**config.mk**
```make
export PLATFORM = sky130hd
export DESIGN_NAME = ssp_master
export DESIGN_NICKNAME = d
export VERILOG_FILES = /design/src/rtl/ssp_pkg.sv /design/src/rtl/ssp_halfclk.sv /design/src/rtl/ssp_cfg_reg.sv /design/src/rtl/ssp_shifter.sv /design/src/rtl/ssp_master.sv
export SDC_FILE = /design/constraint.sdc
export NUM_CORES = 1
export LEC_CHECK = 0
export BUFFER_PORTS_ARGS = -buffer_cell sky130_fd_sc_hd__buf_2
export CAP_MARGIN = 20
export CORE_MARGIN = 2
export CORE_UTILIZATION = 35
export DETAILED_ROUTE_END_ITERATION = 16
export GPL_ROUTABILITY_DRIVEN = 0
export RECOVER_POWER = 25
export SLEW_MARGIN = 20
export SYNTH_ARGS = -nofsm -noshare
export SYNTH_HDL_FRONTEND = slang
export SYNTH_SLANG_ARGS = --single-unit
export TNS_END_PERCENT = 30
```
**constraint.sdc**
```tcl
create_clock -name clk -period 2.6 [get_ports clk]
set_input_delay 0.13 -clock clk [delete_from_list [all_inputs] [get_ports clk]]
set_output_delay 0.13 -clock clk [all_outputs]
set_load 0.005 [all_outputs]
```
**src/rtl/ssp_pkg.sv**
```systemverilog
package ssp_pkg;
  localparam int CTRL_W    = 16;
  localparam int FRAME_LEN = 8;
  localparam int DIV_W     = 3;
  localparam int CE_LINES  = 2;

  // control word field positions (bit order matters for the struct cast below)
  localparam int P_DIV_LO = 0;
  localparam int P_CE_LO  = 3;
  localparam int P_CONT   = 5;
  localparam int P_MSB    = 6;
  localparam int P_RD     = 7;
  localparam int P_LEAD   = 8;
  localparam int P_POL    = 9;
  localparam int P_BUSY   = 15;

  typedef struct packed {
    logic                pol;          // 1: idle low
    logic                lead_sample;  // 1: sample on leading edge
    logic                rd;           // 1: read frame
    logic                msb_first;
    logic                cont;         // hold chip enable between frames
    logic [CE_LINES-1:0] ce_sel;
    logic [DIV_W-1:0]    div_sel;
  } ssp_cfg_t;

  localparam int CFG_W = $bits(ssp_cfg_t);
endpackage

```
**src/rtl/ssp_halfclk.sv**
```systemverilog
module ssp_halfclk #(
  parameter int SEL_W = 3
) (
  input  logic             clk,
  input  logic             rst_n,
  input  logic             run,
  input  logic [SEL_W-1:0] div_sel,
  output logic             tick
);
  localparam int CNT_W = 1 << SEL_W;

  logic [CNT_W-1:0] cnt;
  logic [CNT_W-1:0] limit;

  assign limit = (CNT_W'(1) << div_sel) - CNT_W'(1);
  assign tick  = run && (cnt == limit);

  always_ff @(posedge clk or negedge rst_n) begin
    if (!rst_n)            cnt <= '0;
    else if (!run || tick) cnt <= '0;
    else                   cnt <= cnt + CNT_W'(1);
  end
endmodule

```
**src/rtl/ssp_cfg_reg.sv**
```systemverilog
module ssp_cfg_reg
  import ssp_pkg::*;
(
  input  logic             clk,
  input  logic             rst_n,
  input  logic             we,
  input  logic [CFG_W-1:0] wdata,
  input  logic             lock,
  input  logic             frame_start,
  input  logic             frame_end,
  output ssp_cfg_t         cfg,
  output logic             ce_act
);
  ssp_cfg_t nxt;
  logic     wr_ok;

  assign nxt   = ssp_cfg_t'(wdata);
  assign wr_ok = we && !lock;

  always_ff @(posedge clk or negedge rst_n) begin
    if (!rst_n)     cfg <= '0;
    else if (wr_ok) cfg <= nxt;
  end

  always_ff @(posedge clk or negedge rst_n) begin
    if (!rst_n)                         ce_act <= 1'b0;
    else if (frame_start)               ce_act <= 1'b1;
    else if (frame_end && !cfg.cont)    ce_act <= 1'b0;
    else if (wr_ok && ((nxt.ce_sel != cfg.ce_sel) || !nxt.cont))
                                        ce_act <= 1'b0;
  end
endmodule

```
**src/rtl/ssp_shifter.sv**
```systemverilog
module ssp_shifter #(
  parameter int BITS = 8
) (
  input  logic            clk,
  input  logic            rst_n,
  input  logic            load,
  input  logic            emit_first,
  input  logic [BITS-1:0] load_data,
  input  logic            msb_first,
  input  logic            shift_now,
  input  logic            sample_now,
  input  logic            finish,
  input  logic            sdi,
  output logic            sdo,
  output logic [BITS-1:0] rx_word
);
  logic [BITS-1:0] tx_sr;
  logic [BITS-1:0] rx_sr;
  logic            out_q;
  logic            head_now;
  logic            head_load;
  logic [BITS-1:0] tx_adv;
  logic [BITS-1:0] ld_adv;

  assign head_now  = msb_first ? tx_sr[BITS-1] : tx_sr[0];
  assign head_load = msb_first ? load_data[BITS-1] : load_data[0];
  assign tx_adv    = msb_first ? (tx_sr << 1) : (tx_sr >> 1);
  assign ld_adv    = msb_first ? (load_data << 1) : (load_data >> 1);

  always_ff @(posedge clk or negedge rst_n) begin
    if (!rst_n) begin
      tx_sr <= '0;
      out_q <= 1'b0;
    end else if (load) begin
      tx_sr <= emit_first ? ld_adv : load_data;
      out_q <= emit_first ? head_load : 1'b0;
    end else if (shift_now) begin
      tx_sr <= tx_adv;
      out_q <= head_now;
    end else if (finish) begin
      out_q <= 1'b0;
    end
  end

  always_ff @(posedge clk or negedge rst_n) begin
    if (!rst_n)          rx_sr <= '0;
    else if (load)       rx_sr <= '0;
    else if (sample_now) rx_sr <= msb_first ? {rx_sr[BITS-2:0], sdi}
                                            : {sdi, rx_sr[BITS-1:1]};
  end

  assign sdo     = out_q;
  assign rx_word = rx_sr;
endmodule

```
**src/rtl/ssp_master.sv**
```systemverilog
module ssp_master
  import ssp_pkg::*;
#(
  parameter int FRAME_BITS = FRAME_LEN
) (
  input  logic                  clk,
  input  logic                  rst_n,
  input  logic                  ctrl_we,
  input  logic [CFG_W-1:0]      ctrl_wdata,
  output logic [CTRL_W-1:0]     ctrl_rdata,
  input  logic                  tx_valid,
  output logic                  tx_ready,
  input  logic [FRAME_BITS-1:0] tx_data,
  output logic                  rx_valid,
  input  logic                  rx_ready,
  output logic [FRAME_BITS-1:0] rx_data,
  output logic                  sclk,
  output logic                  sdo,
  output logic                  sdo_oe,
  input  logic                  sdi,
  output logic [CE_LINES-1:0]   ce_n
);
  localparam int HALF_EDGES = 2 * FRAME_BITS;
  localparam int HC_W       = $clog2(HALF_EDGES + 1);
  localparam int PAD_W      = CTRL_W - 1 - CFG_W;

  ssp_cfg_t              cfg;
  logic                  busy, ce_act, rx_pend, phase, tick, accept;
  logic                  last_tick, lead_tick, trail_tick, sample_now, shift_now;
  logic [HC_W-1:0]       hcnt;
  logic [FRAME_BITS-1:0] rx_q, rx_word, load_word;

  assign tx_ready   = !busy && !rx_pend;
  assign accept     = tx_valid && tx_ready;
  assign last_tick  = busy && tick && (hcnt == HC_W'(HALF_EDGES));
  assign lead_tick  = busy && tick && !hcnt[0] && (hcnt != HC_W'(HALF_EDGES));
  assign trail_tick = busy && tick && hcnt[0];
  assign sample_now = cfg.lead_sample ? lead_tick : trail_tick;
  assign shift_now  = cfg.lead_sample ? (trail_tick && (hcnt != HC_W'(HALF_EDGES - 1)))
                                      : lead_tick;
  assign load_word  = cfg.rd ? '0 : tx_data;

  ssp_cfg_reg u_cfg (
    .clk         (clk),
    .rst_n       (rst_n),
    .we          (ctrl_we),
    .wdata       (ctrl_wdata),
    .lock        (busy || accept),
    .frame_start (accept),
    .frame_end   (last_tick),
    .cfg         (cfg),
    .ce_act      (ce_act)
  );

  ssp_halfclk #(.SEL_W(DIV_W)) u_div (
    .clk     (clk),
    .rst_n   (rst_n),
    .run     (busy),
    .div_sel (cfg.div_sel),
    .tick    (tick)
  );

  ssp_shifter #(.BITS(FRAME_BITS)) u_shift (
    .clk        (clk),
    .rst_n      (rst_n),
    .load       (accept),
    .emit_first (cfg.lead_sample),
    .load_data  (load_word),
    .msb_first  (cfg.msb_first),
    .shift_now  (shift_now),
    .sample_now (sample_now),
    .finish     (last_tick),
    .sdi        (sdi),
    .sdo        (sdo),
    .rx_word    (rx_word)
  );

  // frame sequencer: setup half period, 2*FRAME_BITS edges, final half period
  always_ff @(posedge clk or negedge rst_n) begin
    if (!rst_n) begin
      busy  <= 1'b0;
      hcnt  <= '0;
      phase <= 1'b0;
    end else if (accept) begin
      busy  <= 1'b1;
      hcnt  <= '0;
      phase <= 1'b0;
    end else if (busy && tick) begin
      if (last_tick) begin
        busy <= 1'b0;
      end else begin
        hcnt  <= hcnt + HC_W'(1);
        phase <= ~phase;
      end
    end
  end

  always_ff @(posedge clk or negedge rst_n) begin
    if (!rst_n) begin
      rx_pend <= 1'b0;
      rx_q    <= '0;
    end else if (last_tick && cfg.rd) begin
      rx_pend <= 1'b1;
      rx_q    <= rx_word;
    end else if (rx_pend && rx_ready) begin
      rx_pend <= 1'b0;
    end
  end

  assign sclk       = phase ^ ~cfg.pol;
  assign sdo_oe     = busy && !cfg.rd;
  assign ce_n       = ~(cfg.ce_sel & {CE_LINES{ce_act}});
  assign rx_valid   = rx_pend;
  assign rx_data    = rx_q;
  assign ctrl_rdata = {busy, {PAD_W{1'b0}}, cfg};
endmodule

```
==> results_dict.tcl <==
set metrics [dict create \
    netlist_instances 322 \
    rsz0062_at_grt "false" \
    first_global_vias 2400 \
    cp-end-kind "flip-flop" \
    grt_util_met1 0.226 \
    num_vias 2580 \
    clockBufferDepth 2 \
    io_buffers 49 \
    power.density_mw_per_mm2 1140 \
    cp-startpoint "u_cfg.cfg[1]" \
    areaGrowthSynthToFinish_pct 13.8 \
    fp.dieArea_mm2 0.00965 \
    finalInstanceArea_mm2 0.00354 \
    drt-pass1-iter-count 5 \
    maxCapViolCount 0 \
    coreArea_mm2 0.00868 \
    numCtsBuffers 5 \
    max_slew_margin 0.116 \
    max_freq_mhz 423 \
    r2r-start "u_cfg.cfg[1]" \
    grt_max_degree 26 \
    grt_use_met3 0.0286 \
    power.total_mw 4.04 \
    synth_top_family_by_area "simple AND/OR/NAND/NOR gates" \
    track_usage 0.152 \
    fill_cells 903 \
    synth-compound-area-share 0.117 \
    drt_iter0_markers 122 \
    layout.nets 395 \
    async_flop_share 1.00 \
    reg2reg_slack_ns 0.23 \
    regArea_mm2 0.00130 \
    multi_input_area_mm2 0.00164 \
    cts_tree "built" \
    htreeDepth 2 \
    drc 0 \
    grt_pass1_wl_um 12100 \
    yosysWarningCount 0 \
    drt_wl_total_um 7310 \
    required_ns 2.79 \
    period_minus_slack_ns 2.37 \
    final_core_util 0.407 \
    avgViaCountPerCell 5.42 \
    rr_worst_depth 5 \
    die_w_um 98.2 \
    drive_above_1_share 0.247 \
    wl_per_cell_um 15.4 \
    status "finished clean" \
    ys_ff_latch 52 \
    whs_ns 0.0510 \
    antenna_found_initial 0 \
    hold_violations 0 \
    p_leak_nw 1.61 \
    crit_path_start_kind "flip-flop" \
    worstSkewPairLatency_ns 0.30 \
    met2_usage 0.236 \
    cp_max_fo 13 \
    yosysUniqueCellTypes 47 \
    drtAntennaViolNets 0 \
    skew_ns 0.00702 \
    timing.rr.end "rx_data[4]" \
    cts_root_buffer "clkbuf_8" \
    finalSetupTns_ns 0 \
    synth-simple-area-share 0.210 \
    synth-edff-count 0 \
    rows 34 \
    arrival_ns 2.55 \
    worstMarginPinSlew_ns 1.33 \
    finalCritPeriodShare 0.910 \
    cts_setup_buffers 0 \
    hold_class "input pin to flip-flop" \
    fp.dieH_um 98.2 \
    initial_utilization 0.358 \
    ioPinCount 55 \
    diodes 0 \
    syn_area_mm2 0.00311 \
    placed_cell_area_mm2 0.00345 \
    grt_overflow 0 \
    synthAdderAreaFrac 0.0161 \
    clk_pin_slew_ns 0.10 \
    setup_violations 0 \
    clock-sinks 52 \
    endpoint "rx_data[4]" \
    worst_ir_drop_vdd_mv 0.481 \
    dp_hpwl_um 5230 \
    ys.flop_type "dfrtp_1" \
    path_class "flip-flop to flip-flop" \
    muxShareOfSynthArea 0.145 \
    timing.final.max_slew_violations 0 \
    avgSynthCellArea_um2 9.65 \
    synth_xor_area_frac 0.0310 \
    min_delay_path_depth 2 \
    ys_seq_area_frac 0.419 \
    grt_busiest_layer "met2" \
]
-- cell type report --
| class | instances | area share |
|---|---|---|
| inverters | 9 | 0.00955 |
| clock inverters | 3 | 0.00531 |
| flip-flops and latches | 52 | 0.368 |
| well taps | 108 | 0.0382 |
| repair buffers | 63 | 0.0966 |
| clock buffers | 5 | 0.0195 |
| multi-input cells | 236 | 0.463 |
-- where the power goes --
group,switching (mW),internal (mW)
Combinational,1.13,0.925
Sequential,0.434,1.09
Clock,0.269,0.188
Total,1.83,2.20
-- synthesized netlist by cell type (8+ instances only) --
cell	count	area, um^2
dfrtp_1	52	1300
nand3_1	15	75.1
mux2i_1	18	180
clkbuf_1	11	41.3
nor4_1	8	50.1
nand2_1	32	120
nor3_1	19	95.1
buf_4	10	75.1
a31oi_1	8	50.1
inv_1	9	33.8
mux2_2	24	270
nor2_1	23	86.3
-- worst max-delay path, cell delays in order, from the launching register on --
cell       delay, ns
dfrtp_1         0.53
a2111oi_2       0.41
a21oi_1         0.11
a211o_1         0.33
nor3_4          0.47
mux2_2          0.40
-- how the worst min path moves through the flow --
stage                             start           end  slack (ns)
after detailed placement          rst_n    rx_data[3]        0.15
after floorplan                   rst_n          busy       -0.17
after global routing      ctrl_wdata[0]  u_cfg.cfg[0]        0.05
final                     ctrl_wdata[7]  u_cfg.cfg[7]        0.05
after CTS                 ctrl_wdata[9]  u_cfg.cfg[9]        0.05
after global placement            rst_n    rx_data[3]        0.15
-- cell families (layout without fill, tap and decap cells) --
family                   count (synthesis)  in the layout
multiplexers                            42             42
buffers and inverters                   38             80
AND/OR/NAND/NOR                        126            126
other                                    1              5
AO/OA/AOI/OAI                           48             48
XOR/XNOR                                11             11
flip-flops                              52             52
adder cells (fa/ha/maj)                  4              4
-- cell usage in the layout, fill, tap and decap left out, drive strengths merged, types with 2 or more instances in the layout --
| cell | n |
|---|---|
| xnor2 | 7 |
| o31ai | 3 |
| xor2 | 4 |
| o21ai | 8 |
| inv | 9 |
| nor3 | 20 |
| mux2i | 18 |
| a31oi | 8 |
| nand2b | 4 |
| buf | 54 |
| nand3 | 15 |
| nand4 | 2 |
| nand2 | 32 |
| and3 | 7 |
| nor4 | 8 |
| nor2 | 23 |
| mux2 | 24 |
| a2111oi | 7 |
| o211ai | 4 |
| clkinv | 3 |
| ha | 4 |
| dfrtp | 52 |
| nor4bb | 2 |
| a311o | 6 |
| and4 | 3 |
| a211o | 3 |
| nand3b | 3 |
| conb | 5 |
| or4 | 2 |
| a21oi | 3 |
| clkbuf | 13 |
-- what timing repair did --
item,CTS,global route
endpoints found under the setup margin,0,4
gates resized for setup,0,1
hold buffers,1,0
hold endpoints to repair,23,0
-- flip-flops by register name, indices dropped and copies added, names as in the netlist --
signal and cells:
u_cfg.ce_act 1, u_shift.rx_word 8, hcnt 5, rx_valid 1, u_div.cnt 8, u_shift.sdo 1
busy 1, u_cfg.cfg 10, phase 1, rx_data 8, u_shift.tx_sr 8
-- layer usage --
layer,part of all wire,wire length (um)
met3,0.051,375
met2,0.45,3300
met5,0,0
met1,0.49,3600
met4,0.0052,38
-- stage by stage --
step,cells,setup slack (ns)
floorplan,326,0.438
global placement,467,0.317
detailed placement,467,0.210
CTS,476,0.226
global route,476,0.00501
finish,476,0.235
(Power assumes the default switching activity.)
